[config.mk]
export PLATFORM = sky130hd
export DESIGN_NAME = vendor_cmd_loader
export DESIGN_NICKNAME = d
export VERILOG_FILES = /design/src/rtl/vcl_pkg.sv /design/src/rtl/vcl_ctrl.sv /design/src/rtl/vcl_datapath.sv /design/src/rtl/vendor_cmd_loader.sv
export SDC_FILE = /design/constraint.sdc
export NUM_CORES = 1
export LEC_CHECK = 0
export ABC_AREA = 0
export BUFFER_PORTS_ARGS = -buffer_cell sky130_fd_sc_hd__buf_2
export CORE_MARGIN = 2
export CORE_UTILIZATION = 40
export DETAILED_ROUTE_END_ITERATION = 10
export PLACE_DENSITY = 0.69
export SYNTH_ARGS = -nofsm -noshare
export SYNTH_HDL_FRONTEND = slang
export SYNTH_SLANG_ARGS = --single-unit
[constraint.sdc]
create_clock -name clk -period 2.1 [get_ports clk]
set_input_delay 0.315 -clock clk [delete_from_list [all_inputs] [get_ports clk]]
set_output_delay 0.315 -clock clk [all_outputs]
set_load 0.01 [all_outputs]
[src/rtl/vcl_pkg.sv]
package vcl_pkg;
  localparam int BYTE_W = 8;
  localparam int LANE_W = 2;
  localparam int OP_COUNT = 3;
  localparam logic [BYTE_W-1:0] VENDOR_HI = 8'hFC;
  localparam logic [BYTE_W-1:0] OP_WRITE = 8'h4C;  // read = +1, launch = +2

  typedef enum logic [1:0] {
    ST_DONE      = 2'd0,
    ST_REJECT    = 2'd1,
    ST_MALFORMED = 2'd2,
    ST_IGNORED   = 2'd3
  } statusT;

  typedef struct packed {
    logic              opLoLoad;
    logic              addrLoad;
    logic [LANE_W-1:0] addrLane;
    logic              dataWrite;
  } strobeT;
endpackage

[src/rtl/vcl_ctrl.sv]
module vcl_ctrl
  import vcl_pkg::*;
#(
  parameter int LEN_W = 8,
  parameter int ADDR_BYTES = 4,
  parameter logic [OP_COUNT-1:0] BLOCK_MASK = 3'b111
) (
  input  logic              clk,
  input  logic              rstN,
  input  logic              inValid,
  input  logic [BYTE_W-1:0] inByte,
  input  logic              lockEn,
  input  logic [BYTE_W-1:0] opLo,
  output strobeT            strobe,
  output logic              doneValid,
  output statusT            doneStatus
);
  typedef enum logic [1:0] {P_OPLO, P_OPHI, P_LEN, P_BODY} phaseT;
  typedef enum logic [1:0] {K_WRITE, K_REJECT, K_MALFORM, K_IGNORE} kindT;

  phaseT phase;
  kindT kind, nextKind, lenKind;
  logic [LEN_W-1:0] remain;
  logic [LEN_W-1:0] bodyIdx;
  logic [OP_COUNT-1:0] hitVec;
  logic blockHit, isVendor, inAddr;

  // Blocklist: one comparator per guarded opcode, enabled by the mask.
  for (genvar g = 0; g < OP_COUNT; g++) begin : g_block
    assign hitVec[g] = BLOCK_MASK[g] && (opLo == OP_WRITE + BYTE_W'(g));
  end
  assign blockHit = |hitVec;

  function automatic statusT statusOf(input kindT k);
    case (k)
      K_WRITE:  return ST_DONE;
      K_REJECT: return ST_REJECT;
      K_MALFORM: return ST_MALFORMED;
      default:  return ST_IGNORED;
    endcase
  endfunction

  always_comb begin
    isVendor = (inByte == VENDOR_HI);
    if (isVendor && lockEn && blockHit) nextKind = K_REJECT;
    else if (isVendor && opLo == OP_WRITE) nextKind = K_WRITE;
    else nextKind = K_IGNORE;
    lenKind = (kind == K_WRITE && inByte < BYTE_W'(ADDR_BYTES)) ? K_MALFORM : kind;
    inAddr = (bodyIdx < LEN_W'(ADDR_BYTES));
  end

  always_comb begin
    strobe.opLoLoad  = inValid && phase == P_OPLO;
    strobe.addrLoad  = inValid && phase == P_BODY && kind == K_WRITE && inAddr;
    strobe.addrLane  = bodyIdx[LANE_W-1:0];
    strobe.dataWrite = inValid && phase == P_BODY && kind == K_WRITE && !inAddr;
  end

  always_ff @(posedge clk) begin
    if (!rstN) begin
      phase      <= P_OPLO;
      kind       <= K_IGNORE;
      remain     <= '0;
      bodyIdx    <= '0;
      doneValid  <= 1'b0;
      doneStatus <= ST_DONE;
    end else begin
      doneValid <= 1'b0;
      if (inValid) begin
        case (phase)
          P_OPLO: phase <= P_OPHI;
          P_OPHI: begin
            kind  <= nextKind;  // lock decision frozen here
            phase <= P_LEN;
          end
          P_LEN: begin
            kind    <= lenKind;
            remain  <= inByte;
            bodyIdx <= '0;
            if (inByte == '0) begin
              doneValid  <= 1'b1;
              doneStatus <= statusOf(lenKind);
              phase      <= P_OPLO;
            end else begin
              phase <= P_BODY;
            end
          end
          default: begin
            remain  <= remain - 1'b1;
            bodyIdx <= bodyIdx + 1'b1;
            if (remain == LEN_W'(1)) begin
              doneValid  <= 1'b1;
              doneStatus <= statusOf(kind);
              phase      <= P_OPLO;
            end
          end
        endcase
      end
    end
  end
endmodule

[src/rtl/vcl_datapath.sv]
module vcl_datapath
  import vcl_pkg::*;
#(
  parameter int ADDR_W = 32,
  localparam int ADDR_BYTES = ADDR_W / BYTE_W
) (
  input  logic              clk,
  input  logic              rstN,
  input  logic [BYTE_W-1:0] inByte,
  input  strobeT            strobe,
  output logic [BYTE_W-1:0] opLo,
  output logic              memWrEn,
  output logic [ADDR_W-1:0] memAddr,
  output logic [BYTE_W-1:0] memData
);
  logic [ADDR_W-1:0] cursor, cursorNext;
  logic [ADDR_BYTES-1:0][BYTE_W-1:0] laneNext;

  // Address arrives least significant byte first; each lane loads its own byte.
  for (genvar g = 0; g < ADDR_BYTES; g++) begin : g_lane
    assign laneNext[g] = (strobe.addrLane == LANE_W'(g)) ? inByte
                                                         : cursor[g*BYTE_W +: BYTE_W];
  end

  always_comb begin
    cursorNext = cursor;
    if (strobe.addrLoad) cursorNext = laneNext;
    else if (strobe.dataWrite) cursorNext = cursor + 1'b1;
  end

  always_ff @(posedge clk) begin
    if (!rstN) begin
      opLo    <= '0;
      cursor  <= '0;
      memWrEn <= 1'b0;
      memAddr <= '0;
      memData <= '0;
    end else begin
      if (strobe.opLoLoad) opLo <= inByte;
      cursor  <= cursorNext;
      memWrEn <= strobe.dataWrite;
      if (strobe.dataWrite) begin
        memAddr <= cursor;
        memData <= inByte;
      end
    end
  end
endmodule

[src/rtl/vendor_cmd_loader.sv]
module vendor_cmd_loader
  import vcl_pkg::*;
#(
  parameter int ADDR_W = 32,
  parameter int LEN_W = 8,
  parameter logic [OP_COUNT-1:0] BLOCK_MASK = 3'b111
) (
  input  logic              clk,
  input  logic              rstN,
  input  logic              inValid,
  input  logic [7:0]        inByte,
  input  logic              lockEn,
  output logic              memWrEn,
  output logic [ADDR_W-1:0] memAddr,
  output logic [7:0]        memData,
  output logic              doneValid,
  output logic [1:0]        doneStatus
);
  localparam int ADDR_BYTES = ADDR_W / BYTE_W;

  strobeT strobe;
  statusT statusCode;
  logic [BYTE_W-1:0] opLo;

  vcl_ctrl #(
    .LEN_W(LEN_W), .ADDR_BYTES(ADDR_BYTES), .BLOCK_MASK(BLOCK_MASK)
  ) u_ctrl (
    .clk(clk), .rstN(rstN), .inValid(inValid), .inByte(inByte), .lockEn(lockEn),
    .opLo(opLo), .strobe(strobe), .doneValid(doneValid), .doneStatus(statusCode)
  );

  vcl_datapath #(.ADDR_W(ADDR_W)) u_dp (
    .clk(clk), .rstN(rstN), .inByte(inByte), .strobe(strobe), .opLo(opLo),
    .memWrEn(memWrEn), .memAddr(memAddr), .memData(memData)
  );

  assign doneStatus = statusCode;
endmodule

==> qor.yml <==
sta:
  hold_violations: 0
  fin_crit_sh_pct: 93.7
  min_period_ns: 1.97
  skew_ns: 0.00832
  worst_slack_ns: 0.133
  rsz0062_at_grt: "no"
  fin_tns_setup_ns: 0
  tightest_slew_ns: 0.532
  relSlewSlack_pct: 64.2
  slew_violations: 0
  setup_viol: 0
  max_freq_mhz: 508
final_layout:
  syn_to_final_growth_pct: 19.0
  final_nets: 761
  final_area_mm2: 0.00628
  diodes: 0
  drive_gt1_share_pct: 20.5
  n_fill_cell: 1259
synth:
  ys.flop_type: "dfxtp_1"
  synth-seq-cells: 104
  yosysTopAreaCellShare_pct: 39.4
  syn-num-nets: 690
  synthTopCellsByArea: "dfxtp_1 (39%), nand2_1 (9.0%), a21oi_1 (8.2%), nor2_1 (3.1%), ha_1 (2.8%)"
  netlist_instances: 666
  synth-xor-area-share_pct: 1.16
  synth_area_mm2: 0.00528
  synth.most_common_cell: "nand2_1"
  synth_top_family_by_area: "simple AND/OR/NAND/NOR gates"
  synth_edf_count: 0
  ys_warn_count: 0
  ys_types: 72
  synth-seq-area-share_pct: 39.4
  synthTopCellsByCount: "nand2_1 (126), dfxtp_1 (104), a21oi_1 (86)"
  muxShareOfSynthArea_pct: 0
  synthSimpleGateAreaFrac_pct: 27.7
  avgSynthCellArea_um2: 7.93
  async_flop_share_pct: 0
  synth_compound_area_share_pct: 23.7
  synth_adder_area_share_pct: 3.03
  yosys.area.top_type: "dfxtp_1"
floorplan:
  die_area_mm2: 0.0141
  ios: 56
  die_h_um: 119
  die_x_um: 119
  initial_core_util_pct: 41.3
  core-area_mm2: 0.0128
  rows: 41
drt:
  wl_per_cell_um: 16.9
  wl_um: 15500
  drt_first_pass_iters: 5
  post_drt_via_cell_ratio: 5.85
  drc: 0
  ant_nets: 0
  via_count: 5351
  drt-initial-drc-count: 379
global_routing:
  antenna_found_initial: 0
  grt_pass1_vias: 5065
  overflow: 0
  grt_first_pass_wirelength_um: 25100
  grt_max_degree: 82
  grt_usage_pct: 22.0
place:
  dpl_worst_slack_ns: 0.0889
  gp_congestion: 0.943
  dpl_cell_area_mm2: 0.00601
  hpwl_um: 10800
  io_buffers: 55
power:
  irDropWorstVdd_mv: 0.477
  powerDensity_mw_per_mm2: 790
  leakage_nw: 2.38
critical_path:
  path_class: "register to register"
  path_cells: "ha_1 > and4bb_2 > o21ai_4 > buf_12 > or4_1 > a31oi_1"
  rrSetupSlack_ns: 0.13
  r2r-end: "u_dp.cursor[31]$_SDFFE_PN0P_"
  cp-end-kind: "register"
  arrival_ns: 2.25
  cpLargestDelayFamily: "simple AND/OR/NAND/NOR gates"
  reg2reg_from: "u_ctrl.phase[0]$_SDFFE_PN0P_"
  critical_path_required_ns: 2.38
  worst-r2r-cell-count: 6
  crit_path_max_incr_delay_ns: 0.52
  start_kind: "register"
  critPathBufInv: 1
  crit_slowest_cell: "or4_1"
  cp_max_fo: 27
run_status:
  status: "complete, no violations"
min_path:
  worstHoldStart: "lockEn"
  min_to: "u_ctrl.kind[0]$_SDFFE_PN1P_"
  hold_depth: 3
  hp-class: "input pin to register"
clock_network:
  htreeDepth: 3
  insertion_delay_ns: 0.36
  postCtsSetupBuffers: 0
  hold_buffers: 0
  cts_tree: "yes"
  cts_inserted_buffers: 9
  cts-root-buf: "clkbuf_16"
  cts_max_path_buffers: 2
  path_clk_slew_ns: 0.07
  cts.sinks: 104
job:
  max_cap_violations: 0
tightest hold or removal path: stages:
cell	delay [ns]
buf_2	0.09
nor4_1	0.04
o21ai_0	0.12
layout make-up:
class / count / area [µm²] / area share, %
clock buffer: 13 / 250 / 3.98
inverter: 16 / 60.1 / 0.956
multi-input combinational: 500 / 2950 / 46.9
tap: 172 / 215 / 3.43
clock inverter: 3 / 17.5 / 0.279
timing repair buffer: 106 / 708 / 11.3
sequential: 104 / 2080 / 33.1
layout by cell type, fill, tap and decap left out, types with 4 or more instances in the layout:
master,synthesis,routed
nand2_1,126,126
buf_2,11,55
and3_1,10,10
buf_12,0,4
dfxtp_1,104,104
o31a_1,7,7
a21oi_1,86,86
nand3b_1,4,4
nor2_1,43,42
nand3_1,27,27
a31oi_1,14,14
buf_4,2,47
clkbuf_16,0,9
nand4_1,8,8
o31ai_1,7,7
nand2b_1,5,5
ha_1,12,12
o21ai_1,7,7
o21ai_0,20,20
o211ai_1,6,6
nor4_1,8,8
xor2_1,4,4
a32oi_1,8,8
inv_1,15,15
or4_1,7,6
nor3_1,13,13
o211a_1,5,5
o221a_2,5,5
power breakdown:
part	leakage (nW)	internal [W]	switching (W)
registers	0.840	0.00209	0.000106
clock network	0.130	0.000834	0.000728
logic	1.41	0.000495	0.000713
total	2.38	0.00342	0.00155
flip-flops by register name, indices dropped and copies added (netlist names), 2 cells and up:
signal and count:
u_dp.memData 8, u_dp.memAddr 32, u_ctrl.doneStatus 2, u_ctrl.remain 8
u_ctrl.kind 2, u_ctrl.bodyIdx 8, u_dp.opLo 8, u_dp.cursor 32
u_ctrl.phase 2
repair_timing:
action                                  in CTS  in global routing
resized for setup                            0                  1
endpoints found under the hold margin        0                  0
endpoints found under the setup margin       0                  3
metal layers:
metal,up-vias,global-route usage (%),part of all wire (%)
li1,2548,-,-
met1,2550,27.2,41
met2,214,37.0,48
met3,39,4.55,7.8
met4,0,9.67,2.9
met5,-,0,0
cell families (layout without fill, tap and decap cells):
| logic type | count (synthesis) | count (layout) |
|---|---|---|
| fa+ha+maj | 13 | 13 |
| xor+xnor | 7 | 7 |
| flops | 104 | 104 |
| compound gates | 195 | 195 |
| buf+inv | 62 | 138 |
| simple gates | 285 | 285 |
stage by stage:
stage          hold slack, ns  power, W  std cells  util [%]
2_1_floorplan           0.431   0.00306        666         -
3_3_place_gp            0.439   0.00336        898      47.1
3_5_place_dp            0.444   0.00343        898      47.1
5_1_grt                 0.279   0.00519        914      49.2
6_report                0.243   0.00496        914      49.2
4_1_cts                 0.247   0.00497        914      49.2
worst max-delay path by stage:
stage | start | end | cells after the start
finish | u_ctrl.phase[0]$_SDFFE_PN0P_ | u_dp.cursor[31]$_SDFFE_PN0P_ | 6
global route | u_ctrl.phase[0]$_SDFFE_PN0P_ | u_ctrl.bodyIdx[5]$_SDFFE_PN0P_ | 8
CTS | u_ctrl.bodyIdx[3]$_SDFFE_PN0P_ | u_dp.cursor[26]$_SDFFE_PN0P_ | 6
detailed placement | inByte[5] | u_ctrl.doneStatus[1]$_SDFFE_PN0P_ | 6
global placement | u_ctrl.bodyIdx[3]$_SDFFE_PN0P_ | u_dp.cursor[26]$_SDFFE_PN0P_ | 6
floorplan | u_ctrl.phase[0]$_SDFFE_PN0P_ | u_ctrl.remain[2]$_SDFFE_PN0P_ | 7
Note: power is estimated with default switching activity, not from simulation.
